## src/rtl/dac_cmd_pkg.sv

```systemverilog
package dac_cmd_pkg;

    localparam int NUM_CH  = 8;
    localparam int CODE_W  = 10;
    localparam int SEL_W   = 4;
    localparam int OP_W    = 4;
    localparam int CMD_W   = 8;
    localparam int PAY_W   = 16;
    localparam int FRAME_W = CMD_W + PAY_W;
    localparam int BANK_W  = NUM_CH * CODE_W;

    localparam logic [OP_W-1:0]  DAC_WR_OP = 4'b0001;
    localparam logic [SEL_W-1:0] SEL_ALL   = 4'd8;

    typedef enum logic [2:0] {
        RX_IDLE,
        RX_CMD,
        RX_PAY,
        RX_DROP,
        RX_DONE
    } rx_state_e;

    typedef struct packed {
        logic              wr;
        logic              upd;
        logic [SEL_W-1:0]  ch;
        logic [CODE_W-1:0] code;
    } dac_op_t;

    function automatic dac_op_t decode_payload(input logic [PAY_W-1:0] p, input logic vld);
        dac_op_t op;
        op.ch   = p[PAY_W-1 -: SEL_W];
        op.code = p[PAY_W-SEL_W-1 -: CODE_W];
        op.wr   = vld && (op.ch < SEL_W'(NUM_CH));
        op.upd  = vld && (op.ch == SEL_ALL);
        return op;
    endfunction

    function automatic logic [CODE_W-1:0] reset_code(input logic hi);
        return {CODE_W{hi}};
    endfunction

endpackage

```

## src/rtl/sync_edge.sv

```systemverilog
module sync_edge #(
    parameter int   STAGES  = 2,
    parameter logic RST_VAL = 1'b1
) (
    input  logic clk,
    input  logic rst,
    input  logic d_i,
    output logic q_o,
    output logic fall_o
);
    logic [STAGES-1:0] chain;
    logic              prev;

    always_ff @(posedge clk) begin
        if (rst) begin
            chain <= {STAGES{RST_VAL}};
            prev  <= RST_VAL;
        end else begin
            chain <= {chain[STAGES-2:0], d_i};
            prev  <= chain[STAGES-1];
        end
    end

    assign q_o    = chain[STAGES-1];
    assign fall_o = prev & ~chain[STAGES-1];
endmodule

```

## src/rtl/spi_frame_rx.sv

```systemverilog
module spi_frame_rx
    import dac_cmd_pkg::*;
(
    input  logic               clk,
    input  logic               rst,
    input  logic               cs_n_s,
    input  logic               sclk_fall,
    input  logic               sdi_s,
    output logic               frm_vld,
    output logic [FRAME_W-1:0] frm
);
    localparam int CNT_W = $clog2(FRAME_W + 1);
    localparam logic [CNT_W-1:0] LAST_CMD = CNT_W'(CMD_W - 1);
    localparam logic [CNT_W-1:0] LAST_BIT = CNT_W'(FRAME_W - 1);

    rx_state_e          st;
    logic [CNT_W-1:0]   cnt;
    logic [FRAME_W-1:0] sh;
    logic [FRAME_W-1:0] nxt;

    assign nxt = {sh[FRAME_W-2:0], sdi_s};

    always_ff @(posedge clk) begin
        if (rst) begin
            st      <= RX_IDLE;
            cnt     <= '0;
            sh      <= '0;
            frm_vld <= 1'b0;
        end else begin
            frm_vld <= 1'b0;
            if (cs_n_s) begin
                st  <= RX_IDLE;
                cnt <= '0;
            end else if (sclk_fall) begin
                case (st)
                    RX_IDLE, RX_CMD: begin
                        sh  <= nxt;
                        cnt <= cnt + 1'b1;
                        if (cnt == LAST_CMD)
                            st <= (nxt[CMD_W-1 -: OP_W] == DAC_WR_OP) ? RX_PAY : RX_DROP;
                        else
                            st <= RX_CMD;
                    end
                    RX_PAY: begin
                        sh  <= nxt;
                        cnt <= cnt + 1'b1;
                        if (cnt == LAST_BIT) begin
                            st      <= RX_DONE;
                            frm_vld <= 1'b1;
                        end
                    end
                    default: ;
                endcase
            end
        end
    end

    assign frm = sh;
endmodule

```

## src/rtl/dac_reg_bank.sv

```systemverilog
module dac_reg_bank
    import dac_cmd_pkg::*;
(
    input  logic              clk,
    input  logic              rst,
    input  logic              rst_hi,
    input  logic              wr,
    input  logic [SEL_W-1:0]  ch,
    input  logic [CODE_W-1:0] code,
    input  logic              load_all,
    output logic [BANK_W-1:0] stage_flat,
    output logic [BANK_W-1:0] dac_flat
);
    for (genvar g = 0; g < NUM_CH; g++) begin : g_ch
        logic [CODE_W-1:0] stage_q;
        logic [CODE_W-1:0] dac_q;

        always_ff @(posedge clk) begin
            if (rst) begin
                stage_q <= reset_code(rst_hi);
                dac_q   <= reset_code(rst_hi);
            end else begin
                if (wr && ch == SEL_W'(g))
                    stage_q <= code;
                if (load_all)
                    dac_q <= stage_q;
            end
        end

        assign stage_flat[g*CODE_W +: CODE_W] = stage_q;
        assign dac_flat[g*CODE_W +: CODE_W]   = dac_q;
    end
endmodule

```

## src/rtl/dac_cmd_if.sv

```systemverilog
module dac_cmd_if
    import dac_cmd_pkg::*;
#(
    parameter int SYNC_STAGES = 2
) (
    input  logic              clk,
    input  logic              rst,
    input  logic              rst_hi_sel,
    input  logic              spi_cs_n,
    input  logic              spi_sclk,
    input  logic              spi_sdi,
    input  logic              load_n,
    output logic [BANK_W-1:0] stage_code_o,
    output logic [BANK_W-1:0] dac_code_o
);
    logic               cs_n_s;
    logic               sclk_s;
    logic               sclk_fall;
    logic               sdi_s;
    logic               load_s;
    logic               load_fall;
    logic               cs_fall_unused;
    logic               sdi_fall_unused;
    logic               frm_vld;
    logic [FRAME_W-1:0] frm;
    dac_op_t            op;
    logic               dec_wr;
    logic               dec_upd;
    logic               load_all;

    sync_edge #(.STAGES(SYNC_STAGES), .RST_VAL(1'b1)) u_sync_cs (
        .clk(clk), .rst(rst), .d_i(spi_cs_n), .q_o(cs_n_s), .fall_o(cs_fall_unused));
    sync_edge #(.STAGES(SYNC_STAGES), .RST_VAL(1'b1)) u_sync_sclk (
        .clk(clk), .rst(rst), .d_i(spi_sclk), .q_o(sclk_s), .fall_o(sclk_fall));
    sync_edge #(.STAGES(SYNC_STAGES), .RST_VAL(1'b0)) u_sync_sdi (
        .clk(clk), .rst(rst), .d_i(spi_sdi), .q_o(sdi_s), .fall_o(sdi_fall_unused));
    sync_edge #(.STAGES(SYNC_STAGES), .RST_VAL(1'b1)) u_sync_load (
        .clk(clk), .rst(rst), .d_i(load_n), .q_o(load_s), .fall_o(load_fall));

    spi_frame_rx u_rx (
        .clk(clk), .rst(rst), .cs_n_s(cs_n_s), .sclk_fall(sclk_fall),
        .sdi_s(sdi_s), .frm_vld(frm_vld), .frm(frm));

    assign op       = decode_payload(frm[PAY_W-1:0], frm_vld);
    assign dec_wr   = op.wr;
    assign dec_upd  = op.upd;
    assign load_all = dec_upd | load_fall;

    dac_reg_bank u_bank (
        .clk(clk), .rst(rst), .rst_hi(rst_hi_sel),
        .wr(dec_wr), .ch(op.ch), .code(op.code), .load_all(load_all),
        .stage_flat(stage_code_o), .dac_flat(dac_code_o));
endmodule

```

## config.mk

```make
export PLATFORM = sky130hd
export DESIGN_NAME = dac_cmd_if
export DESIGN_NICKNAME = d
export VERILOG_FILES = /design/src/rtl/dac_cmd_pkg.sv /design/src/rtl/sync_edge.sv /design/src/rtl/spi_frame_rx.sv /design/src/rtl/dac_reg_bank.sv /design/src/rtl/dac_cmd_if.sv
export SDC_FILE = /design/constraint.sdc
export NUM_CORES = 1
export LEC_CHECK = 0
export BUFFER_PORTS_ARGS = -buffer_cell sky130_fd_sc_hd__buf_2
export CAP_MARGIN = 25
export CORE_MARGIN = 10
export CORE_UTILIZATION = 30
export CTS_CLUSTER_DIAMETER = 50
export DETAILED_ROUTE_END_ITERATION = 7
export GPL_ROUTABILITY_DRIVEN = 0
export MAX_ROUTING_LAYER = met4
export SLEW_MARGIN = 20
export SYNTH_ARGS = -nofsm -noshare
export SYNTH_HDL_FRONTEND = slang
export SYNTH_SLANG_ARGS = --single-unit
```

## constraint.sdc

```tcl
create_clock -name clk -period 2.82 [get_ports clk]
set_clock_uncertainty 0.2 [all_clocks]
set_input_delay 0 -clock clk [delete_from_list [all_inputs] [get_ports clk]]
set_output_delay 0 -clock clk [all_outputs]
set_load 0.005 [all_outputs]
```

==> out/metrics.csv <==
stage,metric,value,unit
layout,"Cell Count, Final, Fillers Out",994,
power,Int Pwr,4.759,mW
synthesis,Synth Flop Type,edfxtp_1,
floorplan,die area,0.03029,mm2
timing,Relative slew margins,0.4705,
flow_run,max_cap viols,0,
run_status,status,finished clean,
placed_design,dpl cells,959,
placed_design,pre-CTS setup slack,0.5312,ns
synthesis,Yosys cell types,39,
timing,Max Slew Vio Count,0,
setup_path,Worst Path Max Fanout,26,
grt,global routing usage on met1,0.1355,
setup_path,arrival time worst endpoint,2.05,ns
setup_path,CP max stage delay,0.39,ns
cts,postcts setup bufs,0,
cts,CTS tree,done,
timing,final setup fails,0,
cts,Clock Latency Late Sink,0.42,ns
grt,met3 usage,0.03402,
cts,maximum buffer depth of the clock tree,2,
floorplan,Die X,174.0,um
layout,layout cell share with drive strength beyond 1,0.3348,
power,clock share of power,0.369,
setup_path,crit-path leading delay family,simple AND/OR/NAND/NOR gates,
cts,Worst-path clk slew,0.07,ns
layout,Layout Nets,671,
timing,Final min period,2.148,ns
synthesis,"flops & latches, synth",195,
power,Power Total,6.206,mW
floorplan,Die Span Y,174.0,um
grt,largest net degree at the start of global routing,88,
synthesis,"Seq/Total Area, Yosys",0.7734,
synthesis,Post-synth EDFFs,160,
detailed_routing,Detail Route Antenna Nets,0,
synthesis,Mean Syn Cell Area,14.47,um2
power,worst vdd ir,0.3584,mV
timing,setup slack after layout,0.6723,ns
layout,# diodes,0,
setup_path,CP Cell Sequence,nor3b_1 -> nand3b_1 -> nand2_4 -> buf_4,
grt,gr usage total,0.1195,
detailed_routing,DRC Markers,0,
detailed_routing,via count,4248,
cts,clock sinks,195,
detailed_routing,Starting DRT DRC Count,398,
cts,CTS buffer count,17,
floorplan,I/O pin cnt,167,
timing,Worst Tran Pin Value,0.7943,ns
power,PD cells,698.2,mW/mm2
synthesis,async set-reset flop share out of synthesis,0,
detailed_routing,Avg WL per Cell,18.05,um
placed_design,IO Port Bufs,166,
cts,H-tree levels,4,
cts,cts hold-fix bufs,4,
power,Sw Ratio,0.2331,
grt,GR peak layer,met2,
synthesis,Mapped Cells,492,
timing,RSZ-0062 raised after global routing,no,
timing,"Hold Violations, Final",0,
floorplan,Initial Util,0.3042,
setup_path,CP Buf/Inv Count,1,
floorplan,total core area,0.02340,mm2
setup_path,Critical-path top delay cell,dfxtp_1,
timing,fin crit share,0.7616,
detailed_routing,DR pass1 iterations,4,
timing,Peak Freq,0.4656,GHz
setup_path,CP Launch Type,register,
grt,antenna violations before repair,0,
detailed_routing,Routed WL,17.94,mm
placed_design,Post-DP HPWL,12.53,mm
cts,PostCTS Resize Cnt,0,
setup_path,CP endpoint kind,register,
power,Comb pwr share,0.073,
grt,vias in the first global route,4230,
setup_path,CP Class,reg -> reg,
power,NetSw,1.447,mW
detailed_routing,Vias/cell,4.274,
synthesis,Post-Syn Nets,500,
min_path,hold crit path type,in -> reg,
timing,final setup TNS,0,ns
synthesis,Post-Syn Area,0.007118,mm2
grt,total grt overflow,0,
layout,synthesis-to-finish area growth,24.87,%
power,Reg power frac,0.558,
synthesis,Yosys warning count,0,
setup_path,CP Data Required Time,2.72,ns
grt,first-pass GRT wire length,26.96,mm
grt,GR Util met2,0.1991,
cts,Root Buffer,clkbuf_16,
floorplan,Rows,56,
power,leakage,3.669,nW
per-layer routing:
layer	part of all wire	wire length, um
met1	0.43	7658
met2	0.50	9020
met3	0.054	969
met4	0.016	291
met5	0	0
power by group through the flow:
stage	sequential (mW)	combinational, mW	clock [mW]
4_1_cts	3.47	0.466	2.33
6_report	3.46	0.451	2.29
3_5_place_dp	3.53	0.460	0
5_1_grt	3.48	0.508	2.44
2_1_floorplan	3.51	0.154	0
3_3_place_gp	3.53	0.452	0
placed cells by master (no fill, tap or decap), types with 2 or more instances in the layout:
cell / Yosys / final
edfxtp_1: 160 / 160
clkinvlp_4: 0 / 5
nor2b_1: 3 / 3
or3_1: 3 / 3
buf_4: 0 / 7
clkbuf_16: 0 / 17
inv_6: 0 / 5
a41o_1: 2 / 2
o311ai_0: 2 / 2
o21ai_1: 3 / 3
mux2i_1: 17 / 17
nand2_1: 18 / 16
dfxtp_1: 35 / 35
or2b_2: 11 / 11
inv_1: 81 / 81
dlygate4sd3_1: 0 / 4
nand3b_1: 2 / 2
nor2_1: 5 / 5
nand2b_1: 7 / 7
a21o_1: 6 / 6
nor3b_1: 2 / 2
nand3_1: 4 / 4
a21boi_1: 2 / 2
o21ai_0: 82 / 82
or2_2: 8 / 8
buf_2: 0 / 165
state kept, by name (all words and copies together), names as in the netlist:
register	cells
u_rx.frm_vld	1
u_sync_sclk.chain	2
u_sync_load.chain	2
u_sync_sdi.chain	2
u_sync_cs.chain	2
u_rx.st	3
u_rx.frm	16
u_bank.g_ch.stage_q	80
u_bank.g_ch.dac_q	80
u_sync_load.prev	1
u_sync_sclk.prev	1
u_rx.cnt	5
metrics by stage:
step	utilization	hold slack (ns)	cell area [um2]
2_1_floorplan	-	-0.09619	7121
3_3_place_gp	0.3544	-0.01162	8294
3_5_place_dp	0.3544	-0.01107	8294
4_1_cts	0.3798	0.04937	8889
5_1_grt	0.3798	0.09142	8889
6_report	0.3798	0.07477	8889
cell usage after synthesis (2+ instances only):
| cell | n | area [um2] |
|---|---|---|
| a21boi_1 | 2 | 15.01 |
| a21o_1 | 6 | 45.04 |
| a41o_1 | 2 | 20.02 |
| clkbuf_1 | 21 | 78.83 |
| dfxtp_1 | 35 | 700.7 |
| edfxtp_1 | 160 | 4805 |
| inv_1 | 81 | 304.0 |
| mux2i_1 | 17 | 170.2 |
| nand2_1 | 18 | 67.56 |
| nand2b_1 | 7 | 43.79 |
| nand3_1 | 4 | 20.02 |
| nand3b_1 | 2 | 15.01 |
| nor2_1 | 5 | 18.77 |
| nor2b_1 | 3 | 18.77 |
| nor3b_1 | 2 | 15.01 |
| o21ai_0 | 82 | 410.4 |
| o21ai_1 | 3 | 15.01 |
| o311ai_0 | 2 | 17.52 |
| or2_2 | 8 | 50.05 |
| or2b_2 | 11 | 96.34 |
| or3_1 | 3 | 18.77 |
cells by family (layout without fill, tap and decap cells):
kind of cell    Yosys count  count (layout)  share of synthesized area
fa+ha+maj                 1               1                   0.001757
buf+inv                 106             289                    0.06117
flops                   195             195                     0.7734
compound gates          102             102                    0.07840
simple gates             71              71                    0.06135
mux                      17              17                    0.02391
cell type report:
type	count	area, um2
timing repair buffer	177	938.4
clock inverter	13	125.1
clock buffer	18	429.2
sequential	195	5505
fill	2287	14510
inverter	81	304.0
multi-input combinational	191	1187
tap	319	399.1
path summary, 6_finish.rpt:
check	start	to	slack [ns]	depth (start not counted)
max	u_rx.frm_vld$_SDFF_PP0_	u_bank.g_ch[4].dac_q[7]$_DFFE_PP_	0.67	4
min	rst	u_bank.g_ch[5].dac_q[7]$_DFFE_PP_	0.07	2
max reg2reg	u_rx.frm_vld$_SDFF_PP0_	u_bank.g_ch[4].dac_q[7]$_DFFE_PP_	0.67	4
min reg2reg	u_sync_cs.chain[0]$_SDFF_PP1_	u_sync_cs.chain[1]$_SDFF_PP1_	0.22	1
Power figures use the tool's default switching activity.
